<file path="config.mk">
export PLATFORM = sky130hd
export DESIGN_NAME = cfg_clear_ctrl
export DESIGN_NICKNAME = d
export VERILOG_FILES = /design/src/rtl/cfg_clear_pkg.sv /design/src/rtl/cfg_clear_sync.sv /design/src/rtl/cfg_clear_trig.sv /design/src/rtl/cfg_clear_seq.sv /design/src/rtl/cfg_clear_ctrl.sv
export SDC_FILE = /design/constraint.sdc
export NUM_CORES = 1
export LEC_CHECK = 0
export ABC_AREA = 0
export BUFFER_PORTS_ARGS = -buffer_cell sky130_fd_sc_hd__buf_4
export CAP_MARGIN = 30
export CORE_ASPECT_RATIO = 0.5
export CORE_MARGIN = 4
export CORE_UTILIZATION = 50
export DETAILED_ROUTE_END_ITERATION = 12
export PLACE_DENSITY = 0.78
export SLEW_MARGIN = 20
export SYNTH_ARGS = -nofsm -noshare
export SYNTH_HDL_FRONTEND = slang
export SYNTH_SLANG_ARGS = --single-unit
</file>
<file path="constraint.sdc">
create_clock -name clk -period 2.05 [get_ports clk]
set_clock_uncertainty 0.1 [all_clocks]
set_input_delay 0.1025 -clock clk [delete_from_list [all_inputs] [get_ports clk]]
set_output_delay 0.1025 -clock clk [all_outputs]
set_load 0.1 [all_outputs]
</file>
<file path="src/rtl/cfg_clear_pkg.sv">
package cfg_clear_pkg;

    typedef enum logic [1:0] {
        SQ_IDLE = 2'd0,
        SQ_HOLD = 2'd1,
        SQ_TAIL = 2'd2
    } seq_state_e;

    // bit positions inside the synchroniser bank
    localparam int IN_POR   = 0;
    localparam int IN_SYS   = 1;
    localparam int IN_DIR   = 2;
    localparam int IN_EN    = 3;
    localparam int IN_PSO   = 4;
    localparam int IN_COUNT = 5;

    // idle levels: resets released, trigger enabled, normal mode
    localparam logic [IN_COUNT-1:0] IN_IDLE = 5'b01111;

endpackage

</file>
<file path="src/rtl/cfg_clear_sync.sv">
module cfg_clear_sync #(
    parameter int         WIDTH   = 1,
    parameter int         STAGES  = 2,
    parameter logic [WIDTH-1:0] RST_VAL = '0
) (
    input  logic             clk,
    input  logic             rst_n,
    input  logic [WIDTH-1:0] async_in,
    output logic [WIDTH-1:0] sync_out
);

    logic [WIDTH-1:0] stage_q [STAGES];
    logic [WIDTH-1:0] stage_d [STAGES];

    always_comb begin
        stage_d[0] = async_in;
        for (int i = 1; i < STAGES; i++) begin
            stage_d[i] = stage_q[i-1];
        end
    end

    generate
        for (genvar g = 0; g < STAGES; g++) begin : g_stage
            always_ff @(posedge clk or negedge rst_n) begin
                if (!rst_n) stage_q[g] <= RST_VAL;
                else        stage_q[g] <= stage_d[g];
            end
        end
    endgenerate

    assign sync_out = stage_q[STAGES-1];

endmodule

</file>
<file path="src/rtl/cfg_clear_trig.sv">
module cfg_clear_trig
    import cfg_clear_pkg::*;
(
    input  logic                clk,
    input  logic                rst_n,
    input  logic [IN_COUNT-1:0] lvl,
    output logic                trig
);

    typedef struct packed {
        logic por;
        logic sys;
        logic dir;
    } prev_t;

    prev_t prev_d, prev_q;
    logic  por_rise, sys_rise, dir_fall;

    always_comb begin
        prev_d.por = lvl[IN_POR];
        prev_d.sys = lvl[IN_SYS];
        prev_d.dir = lvl[IN_DIR];

        por_rise = lvl[IN_POR] & ~prev_q.por;
        sys_rise = lvl[IN_SYS] & ~prev_q.sys & lvl[IN_EN] & ~lvl[IN_PSO];
        dir_fall = ~lvl[IN_DIR] & prev_q.dir & lvl[IN_POR] & ~lvl[IN_PSO];

        trig = por_rise | sys_rise | dir_fall;
    end

    always_ff @(posedge clk or negedge rst_n) begin
        if (!rst_n) prev_q <= '{por: 1'b1, sys: 1'b1, dir: 1'b1};
        else        prev_q <= prev_d;
    end

endmodule

</file>
<file path="src/rtl/cfg_clear_seq.sv">
module cfg_clear_seq
    import cfg_clear_pkg::*;
#(
    parameter int HOLD_W = 8
) (
    input  logic              clk,
    input  logic              rst_n,
    input  logic              trig,
    input  logic [HOLD_W-1:0] hold_cycles,
    output logic              clr,
    output logic              tri_en,
    output logic              busy
);

    typedef struct packed {
        seq_state_e        state;
        logic [HOLD_W-1:0] cnt;
    } seq_t;

    seq_t              s_d, s_q;
    logic [HOLD_W-1:0] last_cnt;

    always_comb begin
        last_cnt = (hold_cycles == '0) ? '0 : hold_cycles - 1'b1;
        s_d      = s_q;
        if (trig) begin
            s_d.state = SQ_HOLD;
            s_d.cnt   = '0;
        end else begin
            unique case (s_q.state)
                SQ_HOLD: begin
                    if (s_q.cnt >= last_cnt) s_d.state = SQ_TAIL;
                    else                     s_d.cnt   = s_q.cnt + 1'b1;
                end
                SQ_TAIL: s_d.state = SQ_IDLE;
                default: s_d.state = SQ_IDLE;
            endcase
        end
    end

    always_ff @(posedge clk or negedge rst_n) begin
        if (!rst_n) s_q <= '{state: SQ_IDLE, cnt: '0};
        else        s_q <= s_d;
    end

    assign clr    = (s_q.state == SQ_HOLD);
    assign tri_en = (s_q.state != SQ_IDLE);
    assign busy   = tri_en;

endmodule

</file>
<file path="src/rtl/cfg_clear_ctrl.sv">
module cfg_clear_ctrl
    import cfg_clear_pkg::*;
#(
    parameter int HOLD_W      = 8,
    parameter int SYNC_STAGES = 2
) (
    input  logic              clk,
    input  logic              rst_n,
    input  logic              por_n,
    input  logic              sys_rst_n,
    input  logic              direct_clr_n,
    input  logic              sysrst_trig_en,
    input  logic              ps_only_mode,
    input  logic [HOLD_W-1:0] hold_cycles,
    output logic              cfg_clear,
    output logic              io_tristate,
    output logic              busy
);

    logic [IN_COUNT-1:0] raw_in;
    logic [IN_COUNT-1:0] lvl;
    logic                trig_any;

    always_comb begin
        raw_in          = '0;
        raw_in[IN_POR]  = por_n;
        raw_in[IN_SYS]  = sys_rst_n;
        raw_in[IN_DIR]  = direct_clr_n;
        raw_in[IN_EN]   = sysrst_trig_en;
        raw_in[IN_PSO]  = ps_only_mode;
    end

    cfg_clear_sync #(
        .WIDTH  (IN_COUNT),
        .STAGES (SYNC_STAGES),
        .RST_VAL(IN_IDLE)
    ) u_sync (
        .clk     (clk),
        .rst_n   (rst_n),
        .async_in(raw_in),
        .sync_out(lvl)
    );

    cfg_clear_trig u_trig (
        .clk  (clk),
        .rst_n(rst_n),
        .lvl  (lvl),
        .trig (trig_any)
    );

    cfg_clear_seq #(
        .HOLD_W(HOLD_W)
    ) u_seq (
        .clk        (clk),
        .rst_n      (rst_n),
        .trig       (trig_any),
        .hold_cycles(hold_cycles),
        .clr        (cfg_clear),
        .tri_en     (io_tristate),
        .busy       (busy)
    );

endmodule

</file>
==> results of run 1 <==
## through the flow
| step | setup slack, ns | hold slack, ns | setup TNS [ns] |
|---|---|---|---|
| 2_1_floorplan | -0.568 | -0.293 | -4.43 |
| 5_1_grt | -0.486 | 0.199 | -4.03 |
| 3_3_place_gp | -0.734 | -0.0951 | -6.40 |
| 6_report | -0.411 | 0.163 | -3.22 |
| 4_1_cts | -0.444 | 0.168 | -3.51 |
| 3_5_place_dp | -0.774 | -0.0912 | -6.80 |
## timing repair
item,in CTS,in global routing
setup buffers,8,3
gates resized for setup,12,8
hold buffers,6,0
setup endpoints to repair,10,10
pin swaps,10,7
endpoints found under the hold margin,28,0
## final cells by class
cell class	instances	area, sq um	area share [%]
clock inverter	1	6.26	0.323
inverter	7	51.3	2.65
sequential	23	589	30.4
timing repair buffer	49	412	21.3
multi-input combinational	88	793	41.0
clock buffer	3	41.3	2.13
tap	35	43.8	2.26
## synth_stat cells (2+ instances only)
library cell   n  share of area (%)
nor3_1         2               0.76
mux2i_1        9                6.8
a2111oi_2      2                2.3
inv_1          7                2.0
ha_1          10                9.5
nor3b_1        3                1.7
nand4_1        3                1.4
or2_2          2               0.95
nor2_1         2               0.57
xor2_1         2                1.3
o21ai_0        2               0.76
a21oi_1        5                1.9
nor2b_1        4                1.9
nand3_1       13                4.9
a211oi_1       3                1.7
nand2_1        7                2.0
dfrtp_1       12                 23
nand3b_1       6                3.4
dfstp_2       11                 22
## power by group through the flow
stage | clock network [uW] | registers (uW) | logic [uW]
final | 282 | 548 | 925
after global routing | 310 | 558 | 986
after CTS | 289 | 548 | 896
after detailed placement | 0 | 556 | 841
after global placement | 0 | 554 | 827
after floorplan | 0 | 569 | 615
## cells by family after synthesis
kind of cell    synth area share (%)
simple gates                    21.9
flops                           44.6
compound gates                  10.8
buf+inv                         4.45
fa+ha+maj                       9.47
mux                             6.82
xor+xnor                        1.99
## worst max-delay path, delay by kind of cell
kind | cells | cell delay [ns]
AND/OR/NAND/NOR | 5 | 0.87
adder cells (fa/ha/maj) | 2 | 0.32
multiplexers | 1 | 0.21
AO/OA/AOI/OAI | 2 | 0.88
buffers and inverters | 2 | 0.15
## routing by layer
| layer | routed length, um | GRT usage, % | up-vias | part of all wire (%) |
|---|---|---|---|---|
| met5 | 0 | 0 | - | 0 |
| met4 | 17 | 1.01 | 0 | 0.59 |
| met3 | 153 | 3.66 | 2 | 5.3 |
| met2 | 1390 | 29.1 | 33 | 48 |
| met1 | 1330 | 24.1 | 531 | 46 |
| li1 | - | - | 540 | - |
## layout by cell type, fill, tap and decap left out, types with 2 or more instances in the layout
| cell type | Yosys | layout |
|---|---|---|
| buf_4 | 1 | 40 |
| nand3_1 | 13 | 13 |
| dfrtp_1 | 12 | 12 |
| dfstp_2 | 11 | 11 |
| mux2i_1 | 9 | 9 |
| ha_1 | 10 | 8 |
| nand2_1 | 7 | 7 |
| nand3b_1 | 6 | 6 |
| dlygate4sd3_1 | 0 | 6 |
| inv_1 | 7 | 5 |
| a21oi_1 | 5 | 3 |
| nand4_1 | 3 | 3 |
| clkbuf_8 | 0 | 3 |
| nor2_1 | 2 | 2 |
| nor3_2 | 0 | 2 |
| nor2b_1 | 4 | 2 |
| xor2_1 | 2 | 2 |
| or2_2 | 2 | 2 |
| nor3b_1 | 3 | 2 |
| a21oi_4 | 0 | 2 |
| a211oi_2 | 0 | 2 |
| a2111oi_4 | 0 | 2 |
| ha_4 | 0 | 2 |
| buf_12 | 0 | 2 |
## flip-flops by register name (all words and copies together) (netlist names)
signal,count
u_trig.prev_q,3
u_seq.s_q,10
u_sync.stage_d,5
u_sync.sync_out,5
## final timing paths
check	endpoint	cells after the start
max in group asynchronous	u_sync.sync_out[3]$_DFF_PN1_	2
worst min-delay path	u_seq.s_q[1]$_DFFE_PN0P_	2
worst max-delay path	u_seq.s_q[6]$_DFFE_PN0P_	12
worst max register to register	u_seq.s_q[6]$_DFFE_PN0P_	6
min in group clk	u_sync.sync_out[4]$_DFF_PN0_	0
worst min register to register	u_sync.sync_out[4]$_DFF_PN0_	0
==> flow_summary.json, run 1 <==
{
  "switching_share_pct": 44.2,
  "dr.pass1.iters": 4,
  "place_hpwl_mm": 1.88,
  "num-nets-final": 197,
  "maxCapViolCount": 0,
  "r2r-start": "u_seq.s_q[0]$_DFFE_PN0P_",
  "ys_seq_area_share_pct": 44.6,
  "synth_nets": 147,
  "postSynthCellCount": 122,
  "grt_pass1_wl_mm": 4.74,
  "vias": 1106,
  "cts_inserted_buffers": 3,
  "finalWorstSetupSlack_ns": -0.411,
  "ant_nets": 0,
  "finalWeightedCongestion": 0.866,
  "avgSynthCellArea_sq_um": 10.8,
  "intPower_uw": 980,
  "cts.clk_slew.worst_paths_ns": 0.09,
  "critical_path.startpoint": "hold_cycles[0]",
  "initial_core_util_pct": 56.1,
  "arrival_ns": 2.55,
  "finalCriticalPeriod_ns": 2.46,
  "finalSetupViolCount": 10,
  "track_usage_pct": 17.2,
  "p_per_area_nw_per_um2": 906,
  "p_leak_uw": 0.000845,
  "die_x_um": 80.7,
  "postLayoutCoreUtil_pct": 82.2,
  "fillCellCount": 139,
  "path_cells": "buf_12, clkinv_8, ha_4, nor2b_4, nand3b_1, or3_4, and2_4, ha_4, nand2b_4, a2111o_2, a2111oi_4, mux2i_1",
  "crit_path_start_kind": "primary input",
  "rrSetupSlack_ns": -0.07,
  "fp-row-count": 12,
  "crit_slowest_cell": "a2111o_2",
  "grt-ovfl-total": 0,
  "slew_headroom_pct": 73.1,
  "cts_sinks": 23,
  "wl_per_cell_um": 14.0,
  "p_clk_share_pct": 16.1,
  "hold_viol_final": 0,
  "synthArstFlopShare_pct": 100,
  "core_sq_um": 2360,
  "cts_root_buf": "clkbuf_8",
  "port_buffers": 17,
  "dpl_cell_area_sq_um": 1690,
  "grt_pass1_vias": 999,
  "tightest_slew_ns": 0.401,
  "combPwrFrac_pct": 52.7,
  "finalPower_uw": 1760,
  "worst_skew_pair.late_latency_ns": 0.26,
  "grt_antenna_before_repair": 0,
  "status": "finished with violations",
  "p_sw_uw": 775,
  "layout.cells.non_filler": 206,
  "crit_required_ns": 2.14,
  "cts_tree": "built",
  "vias_per_cell": 5.37,
  "clockBufferDepth": 2,
  "netlist_area_sq_um": 1320,
  "fmax_mhz": 406,
  "synth_edf_count": 0,
  "synth_seq_cells": 23,
  "boundaryPins": 18,
  "diodes": 0,
  "die_h_um": 44.4,
  "seqPwrFrac_pct": 31.2,
  "post-route-drc-count": 0,
  "grt_max_degree": 24,
  "ys.flop_type": "dfrtp_1",
  "dp.cells": 189,
  "area_delta_synth_final_pct": 46.6,
  "netlist-cell-type-count": 36,
  "fin_crit_sh_pct": 120,
  "crit_top_cell": "ha_4",
  "slew_violations": 0,
  "hp-class": "in2async",
  "path_class": "in2reg",
  "worstPathMaxFanout": 7,
  "cp-end-kind": "flip-flop",
  "drive_gt1_share_pct": 48.0,
  "vdd_drop_max_uv": 698,
  "max_stage_delay_ns": 0.54,
  "design_area_sq_um": 1940,
  "violations": "negative setup slack",
  "yosysWarnings": 0,
  "h-tree-depth": 1,
  "die_area_sq_um": 3580,
  "drt_wl_total_mm": 2.89,
  "rsz0062_at_grt": "yes",
  "drtIter0Drc": 28
}
(Power assumes the default switching activity.)
==> inputs of run 2 (changes only) <==
CORE_ASPECT_RATIO = default   (was 0.5)
SYNTH_HIERARCHICAL = 1   (was default)
==> flow_summary.json, run 2 <==
{
  "synth_commonest_cells": "12 x dfrtp_1, 11 x dfstp_2, 10 x ha_1, 10 x nor2_1, 10 x nor2b_1",
  "path_class": "in2reg",
  "synthArstFlopShare_pct": 100,
  "vias_per_cell": 5.28,
  "synth_seq_cells": 23,
  "netlist_area_sq_um": 1290,
  "grt_antenna_before_repair": 0,
  "yosys-top-cells-area": "dfrtp_1 23%, dfstp_2 22%, ha_1 9.7%",
  "violations": "negative setup slack",
  "finalSetupViolCount": 10,
  "diodes": 0,
  "vias": 1025,
  "slew_headroom_pct": 64.9,
  "h-tree-depth": 1,
  "ys.flop_type": "dfrtp_1",
  "finalWorstSetupSlack_ns": -0.452,
  "netlist-cell-type-count": 34,
  "p_per_area_nw_per_um2": 833,
  "postLayoutCoreUtil_pct": 74.8,
  "rsz0062_at_grt": "yes",
  "area_delta_synth_final_pct": 43.8,
  "synth_nets": 143,
  "dr.pass1.iters": 4,
  "wl_per_cell_um": 13.5,
  "die_h_um": 58.8,
  "status": "finished with violations",
  "fin_crit_sh_pct": 122,
  "drt_wl_total_mm": 2.62,
  "num-nets-final": 190,
  "finalCriticalPeriod_ns": 2.50,
  "maxCapViolCount": 0,
  "synth_top_area_share_pct": 23.3,
  "final_cell_mix": "34 x buf_4, 12 x dfrtp_1, 11 x dfstp_2",
  "tightest_slew_ns": 0.527,
  "layout.cells.non_filler": 194,
  "yosys.area.top_type": "dfrtp_1",
  "initial_core_util_pct": 52.0,
  "cp-end-kind": "flip-flop",
  "hp-class": "in2async",
  "crit_required_ns": 2.15,
  "dp.cells": 180,
  "worstPathMaxFanout": 7,
  "finalPower_uw": 1540,
  "dpl_cell_area_sq_um": 1660,
  "track_usage_pct": 17.4,
  "post-route-drc-count": 0,
  "yosysWarnings": 6,
  "synth.most_common_cell": "dfrtp_1",
  "fmax_mhz": 400,
  "dpl_worst_slack_ns": -0.878,
  "final_common_cell": "buf_4",
  "postSynthCellCount": 118,
  "hold_viol_final": 0,
  "arrival_ns": 2.60,
  "boundaryPins": 18,
  "grt_pass1_wl_mm": 4.48,
  "grt_max_degree": 24,
  "port_buffers": 17,
  "cts.clk_slew.worst_paths_ns": 0.12,
  "finalWeightedCongestion": 0.862,
  "cts_tree": "built",
  "die_area_sq_um": 3450,
  "core_sq_um": 2480,
  "worst_skew_pair.late_latency_ns": 0.31,
  "die_x_um": 58.8,
  "drive_gt1_share_pct": 50.0,
  "grt-ovfl-total": 0,
  "drtIter0Drc": 16,
  "synth_edf_count": 0,
  "fp-row-count": 18,
  "grt_pass1_vias": 1027,
  "top_register": "u_seq/s_q",
  "crit_path_start_kind": "primary input",
  "ys_seq_area_share_pct": 45.7,
  "place_hpwl_mm": 1.96,
  "cts_inserted_buffers": 3,
  "clockBufferDepth": 2,
  "largest_register_ffs": 10,
  "p_leak_uw": 0.000852,
  "vdd_drop_max_uv": 741,
  "ant_nets": 0,
  "cts_root_buf": "clkbuf_4",
  "avgSynthCellArea_sq_um": 10.9,
  "cts_sinks": 23,
  "slew_violations": 0,
  "design_area_sq_um": 1850
}
-- run 2: cell types whose count changed in the layout (fill, tap and decap cells not counted), moves of 4 or more --
cell	change
nand3_1	-10
nor2_1	+8
mux2i_1	-7
buf_4	-6
nor2b_1	+6
nand3b_1	-5
a211oi_2	+4
mux2_1	+4
-- run 2: cells by family after synthesis --
logic type               Yosys count  share of synthesized area, %
AO/OA/AOI/OAI                     16                          10.0
XOR/XNOR                           3                          2.04
adder cells (fa/ha/maj)           10                          9.71
buffers and inverters              8                          2.62
flip-flops                        23                          45.7
multiplexers                       9                          7.67
AND/OR/NAND/NOR                   49                          22.2
-- run 2: final timing paths --
| check | start | to | slack, ns | cells past startpoint |
|---|---|---|---|---|
| setup / recovery | hold_cycles[0] | u_seq/s_q[7]$_DFFE_PN0P_ | -0.45 | 12 |
| hold / removal | rst_n | u_seq/s_q[8]$_DFFE_PN0P_ | 0.10 | 2 |
| setup reg to reg | u_seq/s_q[0]$_DFFE_PN0P_ | u_seq/s_q[7]$_DFFE_PN0P_ | -0.19 | 6 |
| hold reg to reg | u_sync/stage_d[1]$_DFF_PN1_ | u_sync/sync_out[1]$_DFF_PN1_ | 0.26 | 0 |
| max in group asynchronous | rst_n | u_sync/stage_d[3]$_DFF_PN1_ | 1.47 | 2 |
| min in group clk | u_sync/stage_d[1]$_DFF_PN1_ | u_sync/sync_out[1]$_DFF_PN1_ | 0.26 | 0 |
-- run 2: area by class of cell --
class | count | area, sq um
inverters | 6 | 47.5
clock buffers | 3 | 22.5
flip-flops and latches | 23 | 589
multi-input cells | 87 | 778
clock inverters | 1 | 5.00
repair buffers | 44 | 373
well taps | 30 | 37.5
fillers | 160 | 624
-- run 2: layer usage --
| layer | track usage, % | part of all wire (%) |
|---|---|---|
| met4 | 5.18 | 1.1 |
| met1 | 21.9 | 45 |
| met5 | 0 | 0 |
| met2 | 28.9 | 50 |
| met3 | 5.04 | 4.0 |
-- run 2: worst max-delay path: stages --
cell	delay, ns
buf_8	0.11
clkinv_8	0.04
ha_4	0.12
nor2b_4	0.13
nand3b_1	0.09
or3_4	0.34
and2_4	0.17
ha_4	0.20
nand2b_4	0.13
a2111o_1	0.52
a211oi_2	0.31
mux2_1	0.34
-- run 2: metrics by stage --
stage               TNS [ns]  hold slack, ns
floorplan              -5.35          -0.293
global placement       -7.20         -0.0996
detailed placement     -8.02         -0.0938
CTS                    -4.22           0.109
global route           -4.44           0.101
finish                 -3.73           0.103
-- run 2: timing repair --
action | in CTS | in global routing
resized for setup | 11 | 9
hold endpoints to repair | 28 | 0
hold buffers | 6 | 0
endpoints found under the setup margin | 10 | 10
pin swaps | 10 | 5
buffers inserted | 4 | 0
-- run 2: report_power, final --
group          leakage, uW  switching, uW  internal, uW
registers         0.000271           28.3           514
clock network    0.0000177            130          72.9
logic             0.000563            484           314
